`config.mk`:
```
export PLATFORM = sky130hd
export DESIGN_NAME = sram_strobe_seq
export DESIGN_NICKNAME = d
export VERILOG_FILES = /design/src/rtl/sram_strobe_seq.sv
export SDC_FILE = /design/constraint.sdc
export NUM_CORES = 1
export LEC_CHECK = 0
export ABC_AREA = 1
export BUFFER_PORTS_ARGS = -buffer_cell sky130_fd_sc_hd__buf_2
export CORE_MARGIN = 2
export CORE_UTILIZATION = 47
export DETAILED_ROUTE_END_ITERATION = 6
export GPL_TIMING_DRIVEN = 0
export PLACE_DENSITY = 0.74
export SYNTH_ARGS = -nofsm -noshare
export SYNTH_HDL_FRONTEND = slang
export SYNTH_SLANG_ARGS = --single-unit
```
`constraint.sdc`:
```
create_clock -name clk -period 1.75 [get_ports clk]
set_input_delay 0.175 -clock clk [delete_from_list [all_inputs] [get_ports clk]]
set_output_delay 0.175 -clock clk [all_outputs]
set_load 0.05 [all_outputs]
```
`src/rtl/sram_strobe_seq.sv`:
```
module sram_strobe_seq #(
  parameter int AW      = 10,
  parameter int AH_CYC  = 4,
  parameter int EL_CYC  = 18,
  parameter int EH_CYC  = 10,
  parameter int CYC_CYC = 28,
  parameter int ACC_CYC = 18,
  parameter int WP_CYC  = 10,
  parameter int DS_CYC  = 8,
  parameter int OZ_CYC  = 12
) (
  input  logic          clk,
  input  logic          rst_n,
  input  logic          req_i,
  input  logic          we_i,
  input  logic          rmw_i,
  input  logic [AW-1:0] addr_i,
  input  logic          wdata_i,
  output logic          busy_o,
  output logic          rvalid_o,
  output logic          rdata_o,
  output logic [AW-1:0] mem_addr_o,
  output logic          mem_e_n_o,
  output logic          mem_w_n_o,
  output logic          mem_s_n_o,
  output logic          mem_dq_o,
  output logic          mem_dq_oe_o,
  input  logic          mem_dq_i
);

  function automatic int mx(input int a, input int b);
    return (a > b) ? a : b;
  endfunction

  localparam int WR_SPAN = mx(WP_CYC, OZ_CYC + DS_CYC);
  localparam int LEN_RD  = mx(mx(EL_CYC, AH_CYC), ACC_CYC + 1);
  localparam int LEN_WR  = mx(mx(EL_CYC, AH_CYC), WR_SPAN);
  localparam int LEN_RMW = mx(mx(EL_CYC, AH_CYC), ACC_CYC + 1 + WR_SPAN);
  localparam int REC_RD  = mx(EH_CYC, CYC_CYC - LEN_RD);
  localparam int REC_WR  = mx(EH_CYC, CYC_CYC - LEN_WR);
  localparam int REC_RMW = mx(EH_CYC, CYC_CYC - LEN_RMW);
  localparam int TOP     = mx(mx(LEN_RMW, LEN_WR), mx(mx(REC_RD, REC_WR), REC_RMW)) + OZ_CYC;
  localparam int CW      = $clog2(TOP + 1);

  typedef enum logic [1:0] {S_IDLE, S_SETUP, S_LOW, S_REC} st_t;

  st_t           st;
  logic [CW-1:0] cnt, len, rec, wbeg;
  logic          do_rd, do_wr, wd_q, rv_q, rd_q;
  logic [AW-1:0] addr_q;

  wire in_low = (st == S_LOW);
  wire w_act  = in_low && do_wr && (cnt >= wbeg);
  wire sample = in_low && do_rd && (cnt == CW'(ACC_CYC));

  always_ff @(posedge clk) begin
    if (!rst_n) begin
      st <= S_IDLE; cnt <= '0; len <= '0; rec <= '0; wbeg <= '0;
      do_rd <= 1'b0; do_wr <= 1'b0; wd_q <= 1'b0; addr_q <= '0;
      rv_q <= 1'b0; rd_q <= 1'b0;
    end else begin
      rv_q <= sample;
      if (sample) rd_q <= mem_dq_i;
      case (st)
        S_IDLE: if (req_i) begin
          st     <= S_SETUP;
          addr_q <= addr_i;
          wd_q   <= wdata_i;
          do_rd  <= rmw_i | ~we_i;
          do_wr  <= rmw_i | we_i;
          len    <= rmw_i ? CW'(LEN_RMW) : (we_i ? CW'(LEN_WR) : CW'(LEN_RD));
          rec    <= rmw_i ? CW'(REC_RMW) : (we_i ? CW'(REC_WR) : CW'(REC_RD));
          wbeg   <= rmw_i ? CW'(ACC_CYC + 1) : '0;
        end
        S_SETUP: begin
          st  <= S_LOW;
          cnt <= '0;
        end
        S_LOW: begin
          if (cnt == len - 1'b1) begin
            st  <= S_REC;
            cnt <= '0;
          end else cnt <= cnt + 1'b1;
        end
        default: begin
          if (cnt == rec - 1'b1) begin
            st  <= S_IDLE;
            cnt <= '0;
          end else cnt <= cnt + 1'b1;
        end
      endcase
    end
  end

  assign busy_o      = (st != S_IDLE);
  assign rvalid_o    = rv_q;
  assign rdata_o     = rd_q;
  assign mem_addr_o  = addr_q;
  assign mem_e_n_o   = ~in_low;
  assign mem_s_n_o   = ~in_low;
  assign mem_w_n_o   = ~w_act;
  assign mem_dq_o    = wd_q;
  assign mem_dq_oe_o = w_act && (cnt >= wbeg + CW'(OZ_CYC));

endmodule

```
==> results.sh, run 1 <==
export IMPL_status="complete, but fails checks"
export IMPL_violations="setup timing"
export IMPL_vias=1393
export IMPL_fin_nets=278
export IMPL_h_tree_depth=1
export IMPL_crit_path_end_kind="primary output"
export IMPL_wirelength_um=3270
export IMPL_postCtsHoldBufs=0
export IMPL_worst_ir_drop_vdd_v=0.00114
export IMPL_final_util_pct=64.3
export IMPL_ys_seq_area_share_pct=35.7
export IMPL_ff2ff_path_depth=9
export IMPL_fmax_ghz=0.511
export IMPL_die_w_um=59.7
export IMPL_first_pass_iters=4
export IMPL_tritoncts="built"
export IMPL_dp_slack_ns=-0.126
export IMPL_clkTransAtPathRegs_ns=0.15
export IMPL_ys_types=26
export IMPL_hp_class="input port to register"
export IMPL_post_dp_cell_area_mm2=0.00173
export IMPL_setup_slack_ns=-0.207
export IMPL_synth_top_area_share_pct=35.7
export IMPL_finalHoldViolCount=0
export IMPL_crit_path_start_kind="register"
export IMPL_drt_drc_violations_left=0
export IMPL_startpoint="wbeg[1]$_SDFFE_PN0P_"
export IMPL_cp_num_cells=9
export IMPL_row_count=20
export IMPL_syn_area_mm2=0.00146
export IMPL_crit_path_top_delay_cell="dfxtp_4"
export IMPL_cts_buffers=3
export IMPL_die_y_um=59.7
export IMPL_grt_total_usage_pct=19.7
export IMPL_diodes=0
export IMPL_start_util_pct=48.6
export IMPL_clkSinkCount=26
export IMPL_via_per_inst=4.98
export IMPL_syn_nets=235
export IMPL_synth_avg_cell_area_um2=7.12
export IMPL_place_congestion=0.876
export IMPL_clk_latency_ns=0.33
export IMPL_yosys_warnings=0
export IMPL_reg2reg_to="cnt[1]$_SDFFE_PN0N_"
export IMPL_power_leakage_nw=0.880
export IMPL_final_cell_mix="nand2_1, nor2_1, buf_2"
export IMPL_synth_top_cell_by_area="dfxtp_1"
export IMPL_ios=35
export IMPL_arrival_ns=1.78
export IMPL_grt_max_degree=16
export IMPL_p_total_mw=3.07
export IMPL_post_route_period_util_pct=112
export IMPL_finClkSkew_ns=0.00568
export IMPL_final_common_cell="nand2_1"
export IMPL_maxCapViolations=0
export IMPL_clk_path_buf_depth=2
export IMPL_maxSlewHeadroom_pct=60.0
export IMPL_grt_overflow=0
export IMPL_r2r_setup_slack_ns=-0.01
export IMPL_drive_gt1_share_pct=34.8
export IMPL_crit_required_ns=1.57
export IMPL_design_core_area_mm2=0.00300
export IMPL_synth_area_top_cells="dfxtp_1, ha_1, nand2_1, nor2_1, inv_1"
export IMPL_fin_crit_ns=1.96
export IMPL_netlist_instances=205
export IMPL_path_buf_inv=2
export IMPL_cp_top_family="flip-flops"
export IMPL_worstPathCellList="inv_6, ha_4, o21ai_1, nand2_1, nor3_2, o21ai_2, nand3_4, a21oi_4, buf_6"
export IMPL_ant_nets=0
export IMPL_crit_end="mem_dq_oe_o"
export IMPL_setup_violations=3
export IMPL_antenna_found_initial=0
export IMPL_ys_ff_latch=26
export IMPL_tightest_slew_ns=0.600
export IMPL_grt_pass1_vias=1252
export IMPL_powerDensity_mw_per_mm2=1590
export IMPL_instances_no_fill=280
export IMPL_regToRegStartpoint="do_wr$_SDFFE_PN0P_"
export IMPL_slew_viol_final=0
export IMPL_rsz0062_at_grt="yes"
export IMPL_wl_per_cell_um=11.7
export IMPL_cts_root_buf="clkbuf_4"
export IMPL_cpPeakStageDelay_ns=0.42
export IMPL_crit_fanout=4
export IMPL_drtIter0Drc=36
export IMPL_final_cell_area_mm2=0.00193
export IMPL_post_place_cells=272
export IMPL_die_area_mm2=0.00357
export IMPL_crit_type="register to primary output"
export IMPL_syn_to_final_growth_pct=32.2
export IMPL_grt_pass1_wl_um=5280
export IMPL_dp_hpwl_um=2400
export IMPL_io_buffers=34
[state kept, by name, summed over array words and instances, names as in the netlist]
name	cells
rdata_o	1
rec	1
st	2
do_wr	1
len	1
mem_dq_o	1
wbeg	1
rvalid_o	1
do_rd	1
cnt	6
mem_addr_o	10
[where the power goes]
group	internal (mW)	switching [mW]
sequential	0.746	0.113
clock	0.232	0.188
combinational	0.607	1.18
[cell type report]
class,instances,area (um2)
Clock inverter,1,30.0
Clock buffer,3,22.5
Buffer,7,35.0
Multi-Input combinational cell,144,936
Timing Repair Buffer,38,218
Inverter,28,115
Sequential cell,26,532
Tap cell,33,41.3
Fill cell,275,1070
[what timing repair did]
item	CTS	global route
endpoints found under the setup margin	12	18
buffers inserted	4	0
pin swaps	7	6
gates resized for setup	16	18
[per-stage QoR]
| stage | setup TNS, ns | hold WS (ns) |
|---|---|---|
| floorplan | -0.0400 | 0.287 |
| global placement | -0.748 | 0.389 |
| detailed placement | -0.778 | 0.390 |
| CTS | -0.373 | 0.00762 |
| global route | -1.10 | 0.0190 |
| finish | -0.374 | 0.0184 |
[synthesized netlist by cell type (all sizes together)]
cell type,count
nand2,39
nor3,2
nand3,13
dfxtp,26
a211oi,1
nand4,1
ha,13
nand3b,1
nor2,36
clkbuf,3
xor2,5
a21oi,13
buf,4
o21ai,17
a221oi,1
o21bai,2
inv,28
[logic make-up (layout without fill, tap and decap cells)]
family,after synthesis,after routing,synth area share (%)
adders and majority gates,13,13,11.1
AOI/OAI and AO/OA,34,34,14.2
buffers and inverters,35,77,9.60
xor gates and xnor gates,5,5,3.00
DFF,26,26,35.7
and+or+nand+nor,92,92,26.3
[routing by layer]
layer  GRT usage, %  wire length, um  share of wire [%]
met1           24.0             1480                 45
met4           6.67               48                1.5
met5              0                0                  0
met3           2.60               81                2.5
met2           35.2             1660                 51
[how the worst min path moves through the flow]
| stage | from | end | slack [ns] | cells past startpoint |
|---|---|---|---|---|
| final | we_i | do_rd$_SDFFE_PN0P_ | 0.02 | 2 |
| after detailed placement | we_i | do_rd$_SDFFE_PN0P_ | 0.39 | 2 |
| after floorplan | we_i | do_rd$_SDFFE_PN0P_ | 0.29 | 1 |
| after global placement | we_i | do_rd$_SDFFE_PN0P_ | 0.39 | 2 |
| after global routing | we_i | do_rd$_SDFFE_PN0P_ | 0.02 | 2 |
| after CTS | we_i | do_rd$_SDFFE_PN0P_ | 0.008 | 2 |
(Power assumes the default switching activity.)
==> inputs of run 2 (changes only) <==
--- a/config.mk
+++ b/config.mk
@@ -5,13 +5,12 @@
 export SDC_FILE = /design/constraint.sdc
 export NUM_CORES = 1
 export LEC_CHECK = 0
-export ABC_AREA = 1
 export BUFFER_PORTS_ARGS = -buffer_cell sky130_fd_sc_hd__buf_2
 export CORE_MARGIN = 2
-export CORE_UTILIZATION = 47
+export CORE_UTILIZATION = 53
 export DETAILED_ROUTE_END_ITERATION = 6
 export GPL_TIMING_DRIVEN = 0
-export PLACE_DENSITY = 0.74
+export PLACE_DENSITY = 0.79
 export SYNTH_ARGS = -nofsm -noshare
 export SYNTH_HDL_FRONTEND = slang
 export SYNTH_SLANG_ARGS = --single-unit
==> constraint.sdc (replaced) <==
create_clock -name clk -period 2.01 [get_ports clk]
set_input_delay 0.201 -clock clk [delete_from_list [all_inputs] [get_ports clk]]
set_output_delay 0.201 -clock clk [all_outputs]
set_load 0.05 [all_outputs]
==> run 2 against run 1 <==
  * Highest routed layer unchanged
  * The flow still finishes with violations (setup timing)
  * Critical path type unchanged
  * Critical endpoint is now mem_w_n_o
  * Via count rose by 7.3%
  * Clock skew shrank 0.00073 ns
  * Power fell by 16%
  * Setup slack gained 0.21 ns
  * Largest power group unchanged
  * Sequential share of layout area fell by 0.71 points
  * Synthesized area increased by 5.7%
  * Non-clock buffer count is 6 higher
  * Clock power down 12%
==> results.sh, run 2 <==
export IMPL_clkSinkCount=26
export IMPL_dp_hpwl_um=2670
export IMPL_fin_crit_ns=2.01
export IMPL_via_per_inst=5.79
export IMPL_drive_gt1_share_pct=32.6
export IMPL_powerDensity_mw_per_mm2=1300
export IMPL_post_place_cells=248
export IMPL_grt_overflow=0
export IMPL_synth_async_sr_flop_share_pct=0
export IMPL_fin_tns_setup_ns=-0.00209
export IMPL_p_int_mw=1.39
export IMPL_drt_drc_violations_left=0
export IMPL_grt_pass1_vias=1446
export IMPL_ant_nets=0
export IMPL_wirelength_um=4010
export IMPL_power_leakage_nw=0.844
export IMPL_grt_pass1_wl_um=6380
export IMPL_clk_path_buf_depth=2
export IMPL_setup_slack_ns=-0.00209
export IMPL_synthFlopType="dfxtp_1"
export IMPL_synth_avg_cell_area_um2=8.43
export IMPL_slew_viol_final=0
export IMPL_place_congestion=0.787
export IMPL_die_area_mm2=0.00336
export IMPL_setup_violations=1
export IMPL_clk_latency_ns=0.34
export IMPL_violations="setup timing"
export IMPL_p_sw_mw=1.20
export IMPL_arrival_ns=1.81
export IMPL_hp_class="input port to register"
export IMPL_ys_types=43
export IMPL_tightest_slew_ns=0.473
export IMPL_instances_no_fill=258
export IMPL_ios=35
export IMPL_crit_fanout=8
export IMPL_finClkSkew_ns=0.00495
export IMPL_die_w_um=58.0
export IMPL_crit_path_start_kind="register"
export IMPL_synth_top_cell_by_area="dfxtp_1"
export IMPL_p_comb_share_pct=58.3
export IMPL_netlist_instances=183
export IMPL_fillers=202
export IMPL_tritoncts="built"
export IMPL_rsz0062_at_grt="yes"
export IMPL_final_common_cell="nand2_1"
export IMPL_synth_common_cells="nand2_1, dfxtp_1, inv_1"
export IMPL_ff2ff_path_depth=8
export IMPL_fin_nets=258
export IMPL_hold_path_startpoint="addr_i[0]"
export IMPL_pwr_share_seq_pct=27.3
export IMPL_syn_nets=213
export IMPL_ys_seq_area_share_pct=33.7
export IMPL_synth_edf_count=0
export IMPL_worst_ir_drop_vdd_v=0.00138
export IMPL_largest_reg_flops=10
export IMPL_maxCapViolations=0
export IMPL_grt_total_usage_pct=24.2
export IMPL_clkTransAtPathRegs_ns=0.15
export IMPL_dp_slack_ns=-0.0767
export IMPL_start_util_pct=55.9
export IMPL_design_core_area_mm2=0.00276
export IMPL_h_tree_depth=1
export IMPL_maxSlewHeadroom_pct=68.4
export IMPL_crit_path_end_kind="primary output"
export IMPL_regToRegStartpoint="do_wr$_SDFFE_PN0P_"
export IMPL_die_y_um=58.0
export IMPL_post_route_period_util_pct=100
export IMPL_synth_top_area_share_pct=33.7
export IMPL_multiInputGateArea_mm2=0.00102
export IMPL_clock_power_share_pct=14.3
export IMPL_postCtsHoldBufs=0
export IMPL_final_cell_mix="nand2_1, buf_2, dfxtp_1"
export IMPL_fmax_ghz=0.497
export IMPL_drtIter0Drc=93
export IMPL_min_to="mem_addr_o[0]$_SDFFE_PN0P_"
export IMPL_antenna_found_initial=0
export IMPL_grt_max_degree=16
export IMPL_holdPathStages=3
export IMPL_crit_required_ns=1.81
export IMPL_synth_most_common_cell="nand2_1"
export IMPL_final_util_pct=72.1
export IMPL_syn_area_mm2=0.00154
export IMPL_cts_root_buf="clkbuf_4"
export IMPL_seq_area_um2=534
export IMPL_vias=1494
export IMPL_diodes=0
export IMPL_status="complete, but fails checks"
export IMPL_yosys_warnings=0
export IMPL_synth_area_top_cells="dfxtp_1, ha_1, nand2_1, a21boi_0, inv_1"
export IMPL_wl_per_cell_um=15.6
export IMPL_first_pass_iters=4
export IMPL_ys_ff_latch=26
export IMPL_p_sw_share_pct=46.3
export IMPL_row_count=19
export IMPL_crit_type="register to primary output"
export IMPL_io_buffers=34
export IMPL_reg2reg_to="st[1]$_SDFFE_PN0P_"
export IMPL_finalHoldViolCount=0
export IMPL_syn_to_final_growth_pct=29.0
export IMPL_r2r_setup_slack_ns=-0.002
export IMPL_cts_buffers=3
## run 2: final cells by class
type                    count  area share [%]
clock inverters             1            1.51
repair buffers             40            11.4
plain buffers              11            2.89
well taps                  31            1.95
multi-input cells         131            51.3
clock buffers               3            1.13
flip-flops and latches     26            26.9
inverters                  15            2.96
## run 2: cells by family (layout without fill, tap and decap cells)
kind of cell               after synthesis  after routing  synth area share [%]
AOI/OAI and AO/OA                       38             38                  19.3
and+or+nand+nor                         70             70                  22.3
adders and majority gates               13             13                  10.5
DFF                                     26             26                  33.7
muxes                                    4              4                  2.92
xor gates and xnor gates                 6              6                  3.89
buffers and inverters                   26             70                  7.30
## run 2: repair_timing
action	CTS	global route
endpoints found under the setup margin	10	20
gates resized for setup	20	11
pin swaps	8	4
buffers inserted	5	1
## run 2: worst max-delay path by stage
stage | from | to
6_report | cnt[4]$_SDFFE_PN0N_ | mem_w_n_o
3_3_place_gp | do_rd$_SDFFE_PN0P_ | cnt[2]$_SDFFE_PN0N_
5_1_grt | do_wr$_SDFFE_PN0P_ | st[1]$_SDFFE_PN0P_
2_1_floorplan | cnt[0]$_SDFFE_PN0N_ | mem_w_n_o
3_5_place_dp | do_rd$_SDFFE_PN0P_ | cnt[2]$_SDFFE_PN0N_
4_1_cts | cnt[0]$_SDFFE_PN0N_ | mem_w_n_o
## run 2: stage by stage
step           instance area (um2)  hold WS, ns  power [mW]
2_1_floorplan                 1560        0.346        1.68
3_3_place_gp                  1760        0.447        1.89
3_5_place_dp                  1760        0.458        1.95
4_1_cts                       1940       0.0915        2.48
5_1_grt                       1990        0.105        2.74
6_report                      1990       0.0858        2.58
## run 2: critical path: stages (launching register included)
cell and delay, ns:
dfxtp_1 0.55, ha_1 0.31, a21boi_1 0.15, o311ai_2 0.26, buf_6 0.21
## run 2: metal layers
layer	vias up	GRT usage, %	part of all wire, %
li1	721	-	-
met1	703	30.9	41
met2	59	42.4	52
met3	11	2.46	5.4
met4	0	8.64	1.6
met5	-	0	0
## run 2: power groups by stage
stage                     registers (mW)  logic, mW  clock network (mW)
after CTS                          0.701       1.40               0.375
after global routing               0.719       1.63               0.384
after global placement             0.707       1.19                   0
after floorplan                    0.836      0.839                   0
final                              0.705       1.51               0.370
after detailed placement           0.713       1.23                   0
==> inputs of run 3 (changes only) <==
--- a/config.mk
+++ b/config.mk
@@ -8,9 +8,11 @@
 export BUFFER_PORTS_ARGS = -buffer_cell sky130_fd_sc_hd__buf_2
 export CORE_MARGIN = 2
 export CORE_UTILIZATION = 53
+export CTS_BUF_LIST = sky130_fd_sc_hd__clkbuf_8 sky130_fd_sc_hd__clkbuf_16
 export DETAILED_ROUTE_END_ITERATION = 6
 export GPL_TIMING_DRIVEN = 0
 export PLACE_DENSITY = 0.79
 export SYNTH_ARGS = -nofsm -noshare
 export SYNTH_HDL_FRONTEND = slang
 export SYNTH_SLANG_ARGS = --single-unit
+export TNS_END_PERCENT = 30
==> run 3 against run 2 <==
  * The flow now finishes without violations
  * Clock power rose by 19%
  * Core utilization fell by 1.1 points
  * Power barely moved
  * Count of clock-buffer cells in the layout did not move
  * Non-clock buffer count fell by 3
  * Hold slack improved by 0.074 ns
  * Register-to-register slack improved by 0.08 ns
  * First-iteration DRC count fell by 17%
  * Cell count fell by 1.2%
  * Global-route usage rose by 0.36 points
  * Maximum frequency rose by 2.2%
  * Critical endpoint unchanged
  * Largest power group unchanged
==> results.sh, run 3 (same netlist as run 2, synthesis figures left out) <==
export IMPL_power_leakage_nw=0.842
export IMPL_maxSlewHeadroom_pct=64.3
export IMPL_dp_hpwl_um=2670
export IMPL_fmax_ghz=0.508
export IMPL_clk_path_buf_depth=2
export IMPL_first_pass_iters=4
export IMPL_status="complete, no violations"
export IMPL_ios=35
export IMPL_clkSinkCount=26
export IMPL_p_int_mw=1.41
export IMPL_tritoncts="built"
export IMPL_h_tree_depth=1
export IMPL_grt_total_usage_pct=24.6
export IMPL_hp_class="input port to register"
export IMPL_tightest_slew_ns=0.530
export IMPL_largest_reg_flops=10
export IMPL_die_area_mm2=0.00336
export IMPL_pwr_share_seq_pct=27.5
export IMPL_diodes=0
export IMPL_place_congestion=0.787
export IMPL_crit_type="register to primary output"
export IMPL_final_common_cell="nand2_1"
export IMPL_antenna_found_initial=0
export IMPL_setup_violations=0
export IMPL_via_per_inst=5.75
export IMPL_crit_required_ns=1.81
export IMPL_postCtsHoldBufs=0
export IMPL_io_buffers=34
export IMPL_crit_path_start_kind="register"
export IMPL_drtIter0Drc=77
export IMPL_clk_latency_ns=0.28
export IMPL_die_w_um=58.0
export IMPL_slew_viol_final=0
export IMPL_ant_nets=0
export IMPL_wl_per_cell_um=15.5
export IMPL_p_total_mw=2.58
export IMPL_drt_drc_violations_left=0
export IMPL_cts_buffers=3
export IMPL_drive_gt1_share_pct=32.6
export IMPL_p_sw_share_pct=45.5
export IMPL_fin_nets=255
export IMPL_p_comb_share_pct=55.4
export IMPL_finalHoldViolCount=0
export IMPL_grt_max_degree=16
export IMPL_row_count=19
export IMPL_grt_overflow=0
export IMPL_design_core_area_mm2=0.00276
export IMPL_grt_pass1_vias=1377
export IMPL_powerDensity_mw_per_mm2=1320
export IMPL_final_cell_mix="nand2_1, buf_2, dfxtp_1"
export IMPL_syn_to_final_growth_pct=26.9
export IMPL_fin_crit_ns=1.97
export IMPL_grt_pass1_wl_um=6400
export IMPL_fin_tns_setup_ns=0
export IMPL_wirelength_um=3960
export IMPL_post_route_period_util_pct=97.9
export IMPL_die_y_um=58.0
export IMPL_start_util_pct=55.9
export IMPL_p_sw_mw=1.18
export IMPL_clock_power_share_pct=17.1
export IMPL_crit_fanout=4
export IMPL_rsz0062_at_grt="yes"
export IMPL_clkTransAtPathRegs_ns=0.09
export IMPL_arrival_ns=1.77
export IMPL_vias=1467
export IMPL_crit_path_end_kind="primary output"
export IMPL_cts_root_buf="clkbuf_8"
export IMPL_finClkSkew_ns=0.00280
export IMPL_worst_ir_drop_vdd_v=0.00112
export IMPL_maxCapViolations=0
[run 3: worst paths after layout]
path | startpoint | endpoint | slack [ns] | cells past startpoint
min reg2reg | mem_addr_o[6]$_SDFFE_PN0P_ | mem_addr_o[6]$_SDFFE_PN0P_ | 0.47 | 2
max reg2reg | do_rd$_SDFFE_PN0P_ | cnt[5]$_SDFFE_PN0N_ | 0.08 | 9
min | addr_i[0] | mem_addr_o[0]$_SDFFE_PN0P_ | 0.16 | 3
max | wbeg[1]$_SDFFE_PN0P_ | mem_w_n_o | 0.04 | 6
[run 3: cell type report]
class                   count  area, um2
multi-input cells         131        995
fillers                   209        800
flip-flops and latches     26        536
repair buffers             37        201
plain buffers              11       60.1
inverters                  15       56.3
clock buffers               3       41.3
well taps                  31       38.8
clock inverters             1       30.0
[run 3: routing by layer]
metal	vias to the layer above	global-route usage (%)	share of wire [%]
li1	706	-	-
met1	693	30.4	42
met2	59	43.0	52
met3	9	4.02	4.9
met4	0	8.64	1.4
met5	-	0	0
[run 3: critical path: stages, from the launching register on]
cell,delay [ns]
dfxtp_4,0.40
inv_1,0.08
ha_1,0.29
a21oi_2,0.16
a21boi_1,0.09
o311ai_2,0.26
buf_6,0.21
[run 3: timing repair]
action                                  4_1_cts  5_1_grt
endpoints found under the setup margin       10       20
endpoints found under the hold margin         0        0
setup buffers                                 2        1
gates resized for setup                      18       13
pin swaps                                     7        4
[run 3: power groups by stage]
stage | Sequential [mW] | Clock (mW) | Combinational [mW]
detailed placement | 0.713 | 0 | 1.23
floorplan | 0.836 | 0 | 0.839
CTS | 0.704 | 0.447 | 1.36
global placement | 0.707 | 0 | 1.19
global route | 0.720 | 0.463 | 1.55
finish | 0.710 | 0.440 | 1.43
[run 3: metrics by stage]
step	setup WS, ns	hold WS (ns)	instance area (um2)	instances	utilization, %
CTS	0.0171	0.163	1920	254	69.5
global route	-0.0553	0.174	1960	255	71.0
floorplan	-0.117	0.346	1560	183	-
detailed placement	-0.0767	0.458	1760	248	64.0
finish	0.0421	0.160	1960	255	71.0
global placement	-0.0427	0.447	1760	248	64.0
